`config.mk`:
```
export PLATFORM = sky130hd
export DESIGN_NAME = decoupled_queue_if
export DESIGN_NICKNAME = d
export VERILOG_FILES = /design/src/rtl/daeq_pkg.sv /design/src/rtl/daeq_fifo.sv /design/src/rtl/daeq_store_pair.sv /design/src/rtl/daeq_compute_port.sv /design/src/rtl/decoupled_queue_if.sv
export SDC_FILE = /design/constraint.sdc
export NUM_CORES = 1
export LEC_CHECK = 0
export CAP_MARGIN = 20
export CORE_UTILIZATION = 59
export CTS_CLUSTER_SIZE = 16
export DETAILED_ROUTE_END_ITERATION = 12
export GPL_ROUTABILITY_DRIVEN = 0
export PLACE_DENSITY = 0.8
export SLEW_MARGIN = 15
export SYNTH_ARGS = -nofsm -noshare
export SYNTH_HDL_FRONTEND = slang
export SYNTH_HIERARCHICAL = 1
export SYNTH_SLANG_ARGS = --single-unit
export TNS_END_PERCENT = 50
```
`constraint.sdc`:
```
create_clock -name clk -period 6.05 [get_ports clk]
set_input_delay 0.605 -clock clk [delete_from_list [all_inputs] [get_ports clk]]
set_output_delay 0.605 -clock clk [all_outputs]
set_load 0.05 [all_outputs]
```
`src/rtl/daeq_pkg.sv`:
```
package daeq_pkg;

  // Advance a ring pointer with wrap at the queue depth.
  function automatic int unsigned ring_next(int unsigned ptr, int unsigned depth);
    return (ptr + 1 == depth) ? 0 : ptr + 1;
  endfunction

  // Occupancy after one cycle of accepted push and pop.
  function automatic int unsigned occ_after(int unsigned occ, logic push, logic pop);
    int unsigned r;
    r = occ;
    if (push && !pop) r = occ + 1;
    if (pop && !push) r = occ - 1;
    return r;
  endfunction

endpackage

```
`src/rtl/daeq_fifo.sv`:
```
module daeq_fifo
  import daeq_pkg::*;
#(
  parameter int W     = 32,
  parameter int DEPTH = 8
) (
  input  logic                         clk,
  input  logic                         rst,
  input  logic                         push,
  input  logic [W-1:0]                 push_data,
  input  logic                         pop,
  output logic [W-1:0]                 head,
  output logic                         full,
  output logic                         empty,
  output logic [$clog2(DEPTH+1)-1:0]   occ
);
  localparam int PW = (DEPTH > 1) ? $clog2(DEPTH) : 1;
  localparam int CW = $clog2(DEPTH + 1);

  logic [W-1:0]  store [DEPTH];
  logic [PW-1:0] wp, rp;
  logic [CW-1:0] occ_q, occ_n;
  logic          full_q, empty_q;
  logic          push_ok, pop_ok;

  assign push_ok = push && !full_q;
  assign pop_ok  = pop && !empty_q;
  assign occ_n   = CW'(occ_after(32'(occ_q), push_ok, pop_ok));

  always_ff @(posedge clk) begin
    if (rst) begin
      wp      <= '0;
      rp      <= '0;
      occ_q   <= '0;
      full_q  <= 1'b0;
      empty_q <= 1'b1;
    end else begin
      if (push_ok) wp <= PW'(ring_next(32'(wp), DEPTH));
      if (pop_ok)  rp <= PW'(ring_next(32'(rp), DEPTH));
      occ_q   <= occ_n;
      full_q  <= (occ_n == CW'(DEPTH));
      empty_q <= (occ_n == '0);
    end
  end

  always_ff @(posedge clk) begin
    if (push_ok) store[wp] <= push_data;
  end

  assign head  = store[rp];
  assign full  = full_q;
  assign empty = empty_q;
  assign occ   = occ_q;
endmodule

```
`src/rtl/daeq_store_pair.sv`:
```
module daeq_store_pair #(
  parameter int ADDR_W = 32,
  parameter int DATA_W = 32,
  parameter int DEPTH  = 8
) (
  input  logic                        clk,
  input  logic                        rst,
  input  logic                        addr_push,
  input  logic [ADDR_W-1:0]           addr_in,
  input  logic                        data_push,
  input  logic [DATA_W-1:0]           data_in,
  input  logic                        out_ready,
  output logic                        out_valid,
  output logic [ADDR_W-1:0]           out_addr,
  output logic [DATA_W-1:0]           out_data,
  output logic                        addr_full,
  output logic                        data_full,
  output logic                        data_empty,
  output logic [$clog2(DEPTH+1)-1:0]  addr_occ,
  output logic [$clog2(DEPTH+1)-1:0]  data_occ
);
  logic addr_empty;
  logic release_pair;

  // A store leaves only as a complete address/data pair.
  assign out_valid    = !addr_empty && !data_empty;
  assign release_pair = out_valid && out_ready;

  daeq_fifo #(.W(ADDR_W), .DEPTH(DEPTH)) u_addr_q (
    .clk(clk), .rst(rst),
    .push(addr_push), .push_data(addr_in),
    .pop(release_pair), .head(out_addr),
    .full(addr_full), .empty(addr_empty), .occ(addr_occ)
  );

  daeq_fifo #(.W(DATA_W), .DEPTH(DEPTH)) u_data_q (
    .clk(clk), .rst(rst),
    .push(data_push), .push_data(data_in),
    .pop(release_pair), .head(out_data),
    .full(data_full), .empty(data_empty), .occ(data_occ)
  );
endmodule

```
`src/rtl/daeq_compute_port.sv`:
```
module daeq_compute_port #(
  parameter int REG_IDX_W = 5,
  parameter int QUEUE_REG = 7
) (
  input  logic                 rd_en,
  input  logic [REG_IDX_W-1:0] rd_idx,
  input  logic                 wr_en,
  input  logic [REG_IDX_W-1:0] wr_idx,
  input  logic                 bfq,
  input  logic                 ldq_empty,
  input  logic                 sdq_full,
  input  logic                 brq_empty,
  output logic                 rd_hit,
  output logic                 stall,
  output logic                 ld_pop,
  output logic                 sd_push,
  output logic                 br_pop
);
  localparam logic [REG_IDX_W-1:0] QIDX = REG_IDX_W'(QUEUE_REG);

  logic wr_hit;
  logic go;

  assign rd_hit = rd_en && (rd_idx == QIDX);
  assign wr_hit = wr_en && (wr_idx == QIDX);

  // Any unserviceable queue operation holds the whole instruction.
  assign stall = (rd_hit && ldq_empty) || (wr_hit && sdq_full) || (bfq && brq_empty);
  assign go    = !stall;

  assign ld_pop  = rd_hit && go;
  assign sd_push = wr_hit && go;
  assign br_pop  = bfq && go;
endmodule

```
`src/rtl/decoupled_queue_if.sv`:
```
module decoupled_queue_if #(
  parameter int DATA_W    = 32,
  parameter int ADDR_W    = 32,
  parameter int REG_IDX_W = 5,
  parameter int QUEUE_REG = 7,
  parameter int DEPTH     = 8
) (
  input  logic                 clk,
  input  logic                 rst,
  input  logic                 mem_ld_valid,
  input  logic [DATA_W-1:0]    mem_ld_data,
  output logic                 mem_ld_ready,
  input  logic                 ac_st_valid,
  input  logic [ADDR_W-1:0]    ac_st_addr,
  input  logic                 ac_br_valid,
  input  logic                 ac_br_taken,
  output logic                 ac_stall,
  input  logic                 ex_rd_en,
  input  logic [REG_IDX_W-1:0] ex_rd_idx,
  output logic [DATA_W-1:0]    ex_rd_data,
  input  logic                 ex_wr_en,
  input  logic [REG_IDX_W-1:0] ex_wr_idx,
  input  logic [DATA_W-1:0]    ex_wr_data,
  input  logic                 ex_bfq,
  output logic                 ex_bfq_taken,
  output logic                 ex_stall,
  output logic                 st_out_valid,
  output logic [ADDR_W-1:0]    st_out_addr,
  output logic [DATA_W-1:0]    st_out_data,
  input  logic                 st_out_ready,
  output logic                 ldq_full,
  output logic                 ldq_empty,
  output logic                 sdq_full,
  output logic                 sdq_empty,
  output logic                 brq_full,
  output logic                 brq_empty
);
  localparam int CW = $clog2(DEPTH + 1);

  // Named internal events, also observed by the checker.
  logic          rd_hit;
  logic          ld_push, ld_pop;
  logic          sd_push;
  logic          br_push, br_pop;
  logic          sa_push, saq_full;
  logic [CW-1:0] ld_occ, br_occ, sa_occ, sd_occ;

  assign mem_ld_ready = !ldq_full;
  assign ld_push      = mem_ld_valid && !ldq_full;

  assign ac_stall = (ac_br_valid && brq_full) || (ac_st_valid && saq_full);
  assign br_push  = ac_br_valid && !ac_stall;
  assign sa_push  = ac_st_valid && !ac_stall;

  daeq_compute_port #(.REG_IDX_W(REG_IDX_W), .QUEUE_REG(QUEUE_REG)) u_cport (
    .rd_en(ex_rd_en), .rd_idx(ex_rd_idx),
    .wr_en(ex_wr_en), .wr_idx(ex_wr_idx),
    .bfq(ex_bfq),
    .ldq_empty(ldq_empty), .sdq_full(sdq_full), .brq_empty(brq_empty),
    .rd_hit(rd_hit), .stall(ex_stall),
    .ld_pop(ld_pop), .sd_push(sd_push), .br_pop(br_pop)
  );

  daeq_fifo #(.W(DATA_W), .DEPTH(DEPTH)) u_load_q (
    .clk(clk), .rst(rst),
    .push(ld_push), .push_data(mem_ld_data),
    .pop(ld_pop), .head(ex_rd_data),
    .full(ldq_full), .empty(ldq_empty), .occ(ld_occ)
  );

  daeq_fifo #(.W(1), .DEPTH(DEPTH)) u_branch_q (
    .clk(clk), .rst(rst),
    .push(br_push), .push_data(ac_br_taken),
    .pop(br_pop), .head(ex_bfq_taken),
    .full(brq_full), .empty(brq_empty), .occ(br_occ)
  );

  daeq_store_pair #(.ADDR_W(ADDR_W), .DATA_W(DATA_W), .DEPTH(DEPTH)) u_store (
    .clk(clk), .rst(rst),
    .addr_push(sa_push), .addr_in(ac_st_addr),
    .data_push(sd_push), .data_in(ex_wr_data),
    .out_ready(st_out_ready), .out_valid(st_out_valid),
    .out_addr(st_out_addr), .out_data(st_out_data),
    .addr_full(saq_full), .data_full(sdq_full), .data_empty(sdq_empty),
    .addr_occ(sa_occ), .data_occ(sd_occ)
  );
endmodule

```
# After elaboration in Yosys (flattened, before gate mapping)
# Memory sizes are Yosys's and may differ from the RTL's. A register that Yosys moved wholly into a read port is not among the register bits.
# Cells that the tools add are included.
# word_totals
latchBits	0
wordCells	142
input_bits	116
memories	4
output_inout_bits	107
rom_bits	0
mem_bits_rw	776
register_bits	48
# mem_list
memory	words	width	read_ports	rd_ports_with_merged_regs	wr	line	rtl
u_load_q.store	8	32	1	1	1	daeq_fifo.sv:20	logic [W-1:0] store [DEPTH];
u_store.u_addr_q.store	8	32	1	1	1	daeq_fifo.sv:20	
u_store.u_data_q.store	8	32	1	1	1	daeq_fifo.sv:20	
u_branch_q.store	8	1	1	1	1	daeq_fifo.sv:20	
# op_classes
mux	32
multipliers	0
add_sub_neg	16
n_bitwise	0
div_mod_pow	0
order_cmp	0
n_reduce_logical	56
n_eq_ne	14
shift	0
# ops
op	count
$eq A4 B4 Y1 const B	12
$mux W3	16
$add A3 B1 Y4 const B	8
$mux W4	8
$logic_and A1 B1 Y1	31
$logic_not A1 Y1	18
$add A4 B1 Y4 const B	4
$logic_not A4 Y1	4
$sub A4 B1 Y4 const B	4
$eq A5 B3 Y1 const B	2
$mux W1	8
$logic_or A1 B1 Y1	3

# Depth between registers and ports, before layout
# Gate-level depths: netlist of the first run.
# logic_depth
word_depth	13
mapped_depth	9
mapped_depth_nobuf	8

# Hierarchy
# Netlist of the first run, hierarchy kept.
# by_module_without_submodules
mod	area_per_inst_um2	seq_area_each_um2	cells_each	instances
daeq_fifo (u_load_q ...)	10476.3	7987.7	454	3
daeq_fifo (u_branch_q)	1082.3	540.5	98	1
daeq_compute_port	151.4	0.0	13	1
decoupled_queue_if	38.8	0.0	7	1
daeq_store_pair	16.3	0.0	2	1

# Worst setup path before layout of the first run
# No wires, ideal clock.
# synth_path
path_kind	input-to-reg
startpoint	input ex_rd_idx[1]
endpoint	memory u_store.u_data_q.store[0][0] (enable)
setup_time_ps	501
n_path_buf	1
required_ps	5549
arrival_ps	4472
setup_slack_ps	1077
stages	6
cell_sequence	and4b_1 and3_4 nor4_4 nand2b_1 buf_2 nor4_1
# synth_via
elab_chain_len	10
# synth_rtl
item	line	rtl
start: declaration	decoupled_queue_if.sv:19	input logic [REG_IDX_W-1:0] ex_rd_idx,
$eq A5 B3 Y1	daeq_compute_port.sv:24	assign rd_hit = rd_en && (rd_idx == QIDX);
$logic_and A1 B1 Y1	daeq_compute_port.sv:24	
$logic_and A1 B1 Y1	daeq_compute_port.sv:28	assign stall = (rd_hit && ldq_empty) || (wr_hit && sdq_full) || (bfq && brq_empty);
$logic_or A1 B1 Y1 (2 in a row)	daeq_compute_port.sv:28	
$logic_not A1 Y1	daeq_compute_port.sv:29	assign go = !stall;
$logic_and A1 B1 Y1	daeq_compute_port.sv:32	assign sd_push = wr_hit && go;
net sd_push	decoupled_queue_if.sv:43	logic sd_push;
$logic_and A1 B1 Y1	daeq_fifo.sv:26	assign push_ok = push && !full_q;
$mux W1	daeq_fifo.sv:47	if (push_ok) store[wp] <= push_data;
$mux W1 (not written as such)	daeq_fifo.sv:47	
end: declaration	daeq_fifo.sv:20	
# The timed path passes the listed nets, and every way through them passes these cells.

==> impl_metrics.json, run 1 <==
{
  "status": "finished clean",
  "yosysSeqAreaShare_pct": 74.9,
  "root_buffer": "clkbuf_16",
  "critical_path.max_fanout": 42,
  "cts_made_buffers": 82,
  "rsz0062_at_grt": "no",
  "antenna_found_initial": 8,
  "hold_path.class": "flop to flop",
  "cpPeakStageDelay_ps": 860,
  "syn_area_um2": 32700,
  "drc": 0,
  "synthTopCellsByCount": "776 x edfxtp_1, 120 x mux4_1, 97 x mux2_2",
  "hpwl_um": 34500,
  "ir_drop_mv": 0.306,
  "gr-usage-all-layers_pct": 22.6,
  "relSlewSlack_pct": 26.9,
  "netlist.area_leader.share_pct": 71.2,
  "cts.clk_slew.worst_paths_ps": 60,
  "max_freq_ghz": 0.233,
  "powerDensity_nw_per_um2": 313,
  "drtAntennaViolNets": 0,
  "cts_setup_buffers": 0,
  "dr.pass1.iters": 5,
  "clockBufferDepth": 3,
  "core_um2": 54300,
  "die_area_um2": 56400,
  "rr_worst_depth": 5,
  "tightestPinTransition_ps": 1090,
  "grt_max_degree": 55,
  "drt_iter0_drc": 1083,
  "reg2reg_to": "u_store/u_data_q/store[5][27]",
  "synth-seq-cells": 836,
  "critPathTopFamily": "buffers and inverters",
  "grt_pass1_wl_um": 95300,
  "drive_above_1_share_pct": 20.8,
  "crit_chain": "buf_4 -> mux4_1 -> mux2_2 -> clkdlybuf4s50_1",
  "crit_arrival_ps": 3690,
  "drv_slew": 0,
  "total_power_uw": 12100,
  "hold_viol_final": 0,
  "syn-num-nets": 1614,
  "power_leakage_uw": 0.0123,
  "holdWs_ps": 483,
  "slowest_stage": "dfxtp_4",
  "synth_cells": 1482,
  "fin_skew_ps": 18.0,
  "cts_resized": 0,
  "rr_startpoint": "u_load_q/empty",
  "end_kind": "primary output",
  "dp_cells": 2411,
  "rrSetupSlack_ps": 3260,
  "grt_pass1_vias": 16200,
  "io_pins": 223,
  "critPathLaunchType": "flop",
  "drt_wl_total_um": 62800,
  "via_per_inst": 6.01,
  "setup_tns_ps": 0,
  "setup-violations-final": 0,
  "postSynthAreaPerCell_um2": 22.1,
  "setup.worst_path.end": "st_out_addr[24]",
  "async_reset_ff_share_pct": 0,
  "clock_latency_ps": 610,
  "synth_warnings": 6,
  "min_period_over_period_pct": 71.0,
  "cts_num_sinks": 836,
  "crit_buf_inv": 2,
  "stdcell_count": 2561,
  "synth_top_area_cell": "edfxtp_1",
  "crit_cells": 4,
  "synth.distinct_cells": 58,
  "max_cap_viol_count": 0,
  "grt_overflow_total": 0,
  "yosysMostFrequentCell": "edfxtp_1",
  "vias": 15400,
  "layout.nets": 1889,
  "ctsHoldBuffers": 0,
  "finalCriticalPeriod_ps": 4300,
  "syn_to_final_growth_pct": 17.6,
  "synthTopCellsByArea": "edfxtp_1 71%, mux4_1 9.6%, mux4_2 5.1%, dfxtp_1 3.7%, mux2_2 3.3%",
  "cts_tree": "yes",
  "wl_per_cell_um": 24.5,
  "cts_max_level": 3,
  "start_util_pct": 60.2,
  "die_w_um": 237,
  "die_h_um": 237,
  "num_rows": 85,
  "port_buffers": 222,
  "path_class": "flop to primary output",
  "ys.flop_type": "edfxtp_1",
  "critPathRequiredTime_ps": 5440,
  "synth_edf_count": 776
}
-- worst reg2reg max path: stages, from the launching register on --
cell,delay [ps]
dfxtp_1,390
and3_4,220
nor4_4,320
and2b_2,290
nand2_1,240
nor2_4,910
-- layout make-up --
cell class,instances,area (um2)
flip-flops and latches,836,24500
multi-input cells,569,7880
fillers,3184,15900
clock inverters,43,415
clock buffers,104,2200
well taps,739,925
diodes,2,5.00
repair buffers,255,2480
inverters,13,48.8
-- cell usage in the layout, fill, tap and decap left out, drive strengths merged, types with 2 or more instances in the layout --
master and n:
a211oi 7, a21oi 15, a22oi 6, a311oi 3
a31oi 3, and2 4, and2b 6, and3 4
and3b 2, and4 2, buf 34, bufinv 6
clkbuf 104, clkdlybuf4s50 221, clkinv 30, clkinvlp 3
dfxtp 60, diode 2, edfxtp 776, ha 16
inv 17, mux2 97, mux4 194, nand2 49
nand2b 17, nand3 5, nand4 3, nor2 53
nor2b 4, nor3 21, nor4 10, o21ai 4
o22ai 2, o31ai 6, xnor2 16, xor2 12
-- stage by stage --
step	setup WS, ps	cell area, um2	utilization, %
detailed placement	2340	35800	65.9
CTS	1670	38400	70.7
global placement	2380	35800	65.9
global route	1600	38500	70.8
floorplan	1080	32700	-
finish	1750	38500	70.8
-- worst min-delay path by stage --
| stage | startpoint | to | slack [ps] | cells after the start |
|---|---|---|---|---|
| floorplan | u_branch_q/rp[1] | flop | 450 | 2 |
| global placement | u_store/u_addr_q/rp[1] | flop | 470 | 2 |
| detailed placement | u_store/u_addr_q/rp[1] | flop | 480 | 2 |
| CTS | u_store/u_addr_q/rp[1] | flop | 490 | 2 |
| global route | u_branch_q/rp[1] | flop | 510 | 2 |
| finish | u_load_q/rp[1] | flop | 480 | 2 |
-- report_power, final --
group	leakage (uW)	switching, uW	internal (uW)
combinational	0.00346	400	259
clock	0.00128	2080	2840
sequential	0.00752	53.3	6430
total	0.0123	2530	9520
-- metal layers --
metal | wire (um) | track usage (%) | vias up
met2 | 32400 | 38.7 | 468
met4 | 1210 | 7.14 | 12
met1 | 25500 | 29.8 | 8023
met3 | 3590 | 4.17 | 96
li1 | - | - | 6782
met5 | 76 | 0 | -
-- kinds of logic (layout without fill, tap and decap cells) --
kind of cell,after synthesis,after routing,synth area share (%)
other,0,2,0
buffers and inverters,77,415,1.48
AO/OA/AOI/OAI,48,48,1.04
adder cells (fa/ha/maj),16,16,0.612
multiplexers,291,291,18.1
XOR/XNOR,28,28,0.750
flip-flops,836,836,74.9
AND/OR/NAND/NOR,186,186,3.15
-- state kept, by name, summed over array words and instances, names as in the netlist, 4 cells and up, named ones only --
register and flops:
u_load_q/occ 4, u_branch_q/store 8, u_store/u_data_q/store 256, u_load_q/store 256, u_branch_q/occ 4, u_store/u_addr_q/occ 4, u_store/u_addr_q/store 256, u_store/u_data_q/occ 4
No activity file was read; power rests on OpenSTA's default activity.
==> run 2: changes to the inputs <==
--- a/config.mk
+++ b/config.mk
@@ -6,11 +6,11 @@
 export NUM_CORES = 1
 export LEC_CHECK = 0
 export CAP_MARGIN = 20
-export CORE_UTILIZATION = 59
+export CORE_UTILIZATION = 53
 export CTS_CLUSTER_SIZE = 16
 export DETAILED_ROUTE_END_ITERATION = 12
 export GPL_ROUTABILITY_DRIVEN = 0
-export PLACE_DENSITY = 0.8
+export PLACE_DENSITY = 0.76
 export SLEW_MARGIN = 15
 export SYNTH_ARGS = -nofsm -noshare
 export SYNTH_HDL_FRONTEND = slang
==> constraint.sdc (replaced) <==
create_clock -name clk -period 3.5 [get_ports clk]
set_input_delay 0.35 -clock clk [delete_from_list [all_inputs] [get_ports clk]]
set_output_delay 0.35 -clock clk [all_outputs]
set_load 0.05 [all_outputs]
==> impl_metrics.json, run 2 (synthesized netlist as in run 1, its figures left out) <==
{
  "finalWorstSetupSlack_ps": 103,
  "status": "finished clean",
  "reg2reg_to": "u_branch_q/empty",
  "port_buffers": 222,
  "rr_startpoint": "u_store/u_data_q/full",
  "powerDensity_nw_per_um2": 544,
  "dr.pass1.iters": 5,
  "max_cap_viol_count": 0,
  "layout.nets": 1900,
  "hold_path_startpoint": "rst",
  "cts_max_level": 3,
  "tightestPinTransition_ps": 1030,
  "holdWs_ps": 410,
  "relSlewSlack_pct": 31.3,
  "drt_wl_total_um": 63200,
  "reg_top3": "u_load_q/store x256, u_store/u_addr_q/store x256, u_store/u_data_q/store x256",
  "hold_path.class": "input pin to flop",
  "root_buffer": "clkbuf_16",
  "core_um2": 60700,
  "dp_cells": 2463,
  "pre_cts_ws_ps": 488,
  "io_pins": 223,
  "setup_tns_ps": 0,
  "min_to": "u_store/u_addr_q/wp[2]",
  "rsz0062_at_grt": "no",
  "die_area_um2": 62700,
  "wl_per_cell_um": 24.1,
  "layout_commonest_cell": "edfxtp_1",
  "drive_above_1_share_pct": 21.0,
  "clockBufferDepth": 3,
  "final_cell_mix": "776 x edfxtp_1, 216 x clkdlybuf4s50_1, 120 x mux4_1",
  "path_class": "flop to primary output",
  "grt_pass1_vias": 16300,
  "vias": 15500,
  "drt_iter0_drc": 1055,
  "hold_depth": 2,
  "drv_slew": 0,
  "drc": 0,
  "start_util_pct": 53.9,
  "syn_to_final_growth_pct": 19.1,
  "antenna_found_initial": 6,
  "power_leakage_uw": 0.0124,
  "crit_arrival_ps": 3050,
  "hpwl_um": 34500,
  "cts_num_sinks": 836,
  "critPathRequiredTime_ps": 3150,
  "setup-violations-final": 0,
  "rrSetupSlack_ps": 1020,
  "critPathLaunchType": "flop",
  "pwr-share-comb_pct": 5.4,
  "die_w_um": 250,
  "cts_tree": "yes",
  "p_sw_uw": 4390,
  "num_rows": 90,
  "die_h_um": 250,
  "grt_pass1_wl_um": 96100,
  "cts_made_buffers": 84,
  "hold_viol_final": 0,
  "clkPwrFrac_pct": 41.7,
  "via_per_inst": 5.90,
  "min_period_over_period_pct": 97.1,
  "ir_drop_mv": 0.441,
  "rr_worst_depth": 8,
  "p_int_uw": 16800,
  "fin_skew_ps": 26.0,
  "grt_max_degree": 65,
  "power_frac_seq_pct": 52.9,
  "gr-usage-all-layers_pct": 20.3,
  "finalCriticalPeriod_ps": 3400,
  "stdcell_count": 2622,
  "end_kind": "primary output",
  "critical_path.max_fanout": 17,
  "switching_share_pct": 20.7,
  "cts.clk_slew.worst_paths_ps": 60,
  "max_freq_ghz": 0.294,
  "post-route-util_pct": 64.2,
  "clock_latency_ps": 620,
  "grt_overflow_total": 0,
  "drtAntennaViolNets": 0
}
## run 2: power by group through the flow
stage	combinational (uW)	sequential [uW]	clock (uW)
after CTS	1160	11200	9030
after floorplan	626	11400	0
final	1150	11200	8840
after global routing	1220	11200	9440
after global placement	1110	11400	0
after detailed placement	1150	11400	0
## run 2: final cells by class
| type | count | area [um2] |
|---|---|---|
| repair buffers | 264 | 2750 |
| multi-input cells | 569 | 7910 |
| clock buffers | 111 | 2280 |
| fillers | 3917 | 21700 |
| flip-flops and latches | 836 | 24500 |
| well taps | 782 | 978 |
| diodes | 2 | 5.00 |
| clock inverters | 45 | 465 |
| inverters | 13 | 48.8 |
## run 2: worst max-delay path by stage
stage | slack, ps | start | end | depth (start not counted)
after global placement | 570 | ex_rd_idx[4] | u_branch_q/full | 9
after floorplan | -380 | u_load_q/empty | u_store/u_data_q/store[1][0] | 5
after global routing | 2 | flop | st_out_data[31] | 4
final | 100 | flop | st_out_data[31] | 4
after detailed placement | 490 | ex_rd_idx[4] | u_branch_q/full | 9
after CTS | 30 | flop | ex_rd_data[22] | 4
## run 2: critical path: stages (launching register included)
cell,delay (ps)
dfxtp_4,550
buf_4,270
mux4_1,580
mux2_2,320
clkdlybuf4s50_1,730
## run 2: per-stage QoR
stage / area (um2) / power, uW
3_5_place_dp: 36200 / 12600
5_1_grt: 38900 / 21900
3_3_place_gp: 36200 / 12500
4_1_cts: 38900 / 21400
6_report: 39000 / 21200
2_1_floorplan: 32700 / 12000
## run 2: layer usage
layer  track usage [%]  vias to the layer above  routed length [um]
met1              27.3                     8109               26200
li1                  -                     6816                   -
met2              34.3                      432               32200
met3              3.79                      108                3490
met5                 0                        -                  70
met4              5.73                       10                1190
## run 2: timing repair
item,4_1_cts,5_1_grt
buffers inserted,1,0
hold buffers,0,0
resized for setup,1,4
endpoints found under the hold margin,0,0
setup endpoints to repair,4,4
==> run 3: changes to the inputs <==
--- a/config.mk
+++ b/config.mk
@@ -6,11 +6,11 @@
 export NUM_CORES = 1
 export LEC_CHECK = 0
 export CAP_MARGIN = 20
-export CORE_UTILIZATION = 53
+export CORE_UTILIZATION = 50
 export CTS_CLUSTER_SIZE = 16
 export DETAILED_ROUTE_END_ITERATION = 12
 export GPL_ROUTABILITY_DRIVEN = 0
-export PLACE_DENSITY = 0.76
+export PLACE_DENSITY = 0.68
 export SLEW_MARGIN = 15
 export SYNTH_ARGS = -nofsm -noshare
 export SYNTH_HDL_FRONTEND = slang
==> constraint.sdc (replaced) <==
create_clock -name clk -period 4.4 [get_ports clk]
set_input_delay 0.44 -clock clk [delete_from_list [all_inputs] [get_ports clk]]
set_output_delay 0.44 -clock clk [all_outputs]
set_load 0.05 [all_outputs]
==> impl_metrics.json, run 3 (synthesized netlist as in run 1, its figures left out) <==
{
  "syn_to_final_growth_pct": 18.5,
  "grt_overflow_total": 0,
  "cts_num_sinks": 836,
  "gr-usage-all-layers_pct": 19.2,
  "antenna_found_initial": 4,
  "max_cap_viol_count": 0,
  "reg_top3": "u_load_q/store x256, u_store/u_addr_q/store x256, u_store/u_data_q/store x256",
  "critical_path.max_fanout": 35,
  "drv_slew": 0,
  "fin_skew_ps": 21.5,
  "hold_viol_final": 0,
  "layout_commonest_cell": "edfxtp_1",
  "powerDensity_nw_per_um2": 432,
  "drt_wl_total_um": 63200,
  "fin_area_um2": 38800,
  "setup-violations-final": 0,
  "relSlewSlack_pct": 28.0,
  "power_leakage_uw": 0.0123,
  "seqCellArea_um2": 24500,
  "num_rows": 93,
  "port_buffers": 222,
  "io_pins": 223,
  "cts_tree": "yes",
  "hpwl_um": 35200,
  "finalCriticalPeriod_ps": 3820,
  "tightestPinTransition_ps": 1080,
  "critPathRequiredTime_ps": 3960,
  "drive_above_1_share_pct": 21.1,
  "grt_max_degree": 65,
  "dp_cells": 2533,
  "critPathLaunchType": "flop",
  "cts_setup_buffers": 0,
  "drc": 0,
  "end_kind": "primary output",
  "setup_tns_ps": 0,
  "hold_path.class": "flop to flop",
  "layout.nets": 1896,
  "clockBufferDepth": 3,
  "die_w_um": 258,
  "final_cell_mix": "776 x edfxtp_1, 221 x clkdlybuf4s50_1, 120 x mux4_1",
  "multi_input_area_um2": 7890,
  "root_buffer": "clkbuf_16",
  "rsz0062_at_grt": "no",
  "min_period_over_period_pct": 86.8,
  "cts_max_level": 3,
  "die_area_um2": 66500,
  "total_power_uw": 16700,
  "drt_iter0_drc": 1087,
  "grt_pass1_vias": 16000,
  "ir_drop_mv": 0.384,
  "core_um2": 64600,
  "fill_cells": 4590,
  "drtAntennaViolNets": 0,
  "path_class": "flop to primary output",
  "cts.clk_slew.worst_paths_ps": 60,
  "max_freq_ghz": 0.262,
  "placed_cell_area_um2": 36100,
  "vias": 15200,
  "crit_arrival_ps": 3380,
  "ctsHoldBuffers": 0,
  "dr.pass1.iters": 5,
  "cts_resized": 0,
  "stdcell_count": 2690,
  "cts_made_buffers": 84,
  "start_util_pct": 50.7,
  "grt_pass1_wl_um": 95500,
  "die_h_um": 258,
  "status": "finished clean",
  "holdWs_ps": 484,
  "via_per_inst": 5.66,
  "wl_per_cell_um": 23.5,
  "clock_latency_ps": 620
}
==> run 3: cell count changes in the layout (fill, tap and decap cells not counted), sizes merged <==
| cell | change |
|---|---|
| clkbuf | -8 |
| clkinv | +7 |
| clkdlybuf4s50 | +5 |
| buf | -4 |
| dlymetal6s2s | -4 |
| clkinvlp | -1 |
| dlygate4sd2 | -1 |
| inv | +1 |
==> run 3: worst max-delay path, stage by stage (launching register included) <==
cell,delay [ps]
dfxtp_4,760
buf_4,400
mux4_1,580
mux2_2,280
clkdlybuf4s50_1,730
==> run 3: where the power goes <==
part	internal [uW]	leakage [uW]	total, uW	switching, uW
Sequential	8840	0.00752	8910	70.7
Clock	4080	0.00132	6920	2840
Combinational	360	0.00350	919	559
==> run 3: layout make-up <==
cell class | instances | share of cell area (%)
Antenna cell | 2 | 0.0129
Clock buffer | 103 | 5.66
Clock inverter | 52 | 1.29
Inverter | 13 | 0.126
Multi-Input combinational cell | 569 | 20.4
Sequential cell | 836 | 63.2
Tap cell | 855 | 2.76
Timing Repair Buffer | 260 | 6.58
==> run 3: worst paths after layout <==
kind / slack [ps] / cells after the start / startpoint / endpoint
hold / removal: 480 / 2 / u_branch_q/rp[1] / flop
hold reg to reg: 480 / 2 / u_branch_q/rp[1] / flop
setup reg to reg: 1770 / 6 / u_load_q/empty / u_store/u_data_q/store[7][28]
setup / recovery: 580 / 4 / flop / st_out_addr[26]
==> run 3: stage by stage <==
stage	worst slack [ps]	util [%]
finish	582	60.1
global route	447	60.1
CTS	510	60.0
detailed placement	1010	55.9
global placement	1050	55.9
floorplan	-57.3	-
==> run 3: layer usage <==
layer,up-vias,GRT usage [%],routed length [um]
li1,6811,-,-
met1,7960,25.3,26700
met2,373,32.9,32400
met3,81,3.26,2930
met4,4,5.39,1050
met5,-,0,29
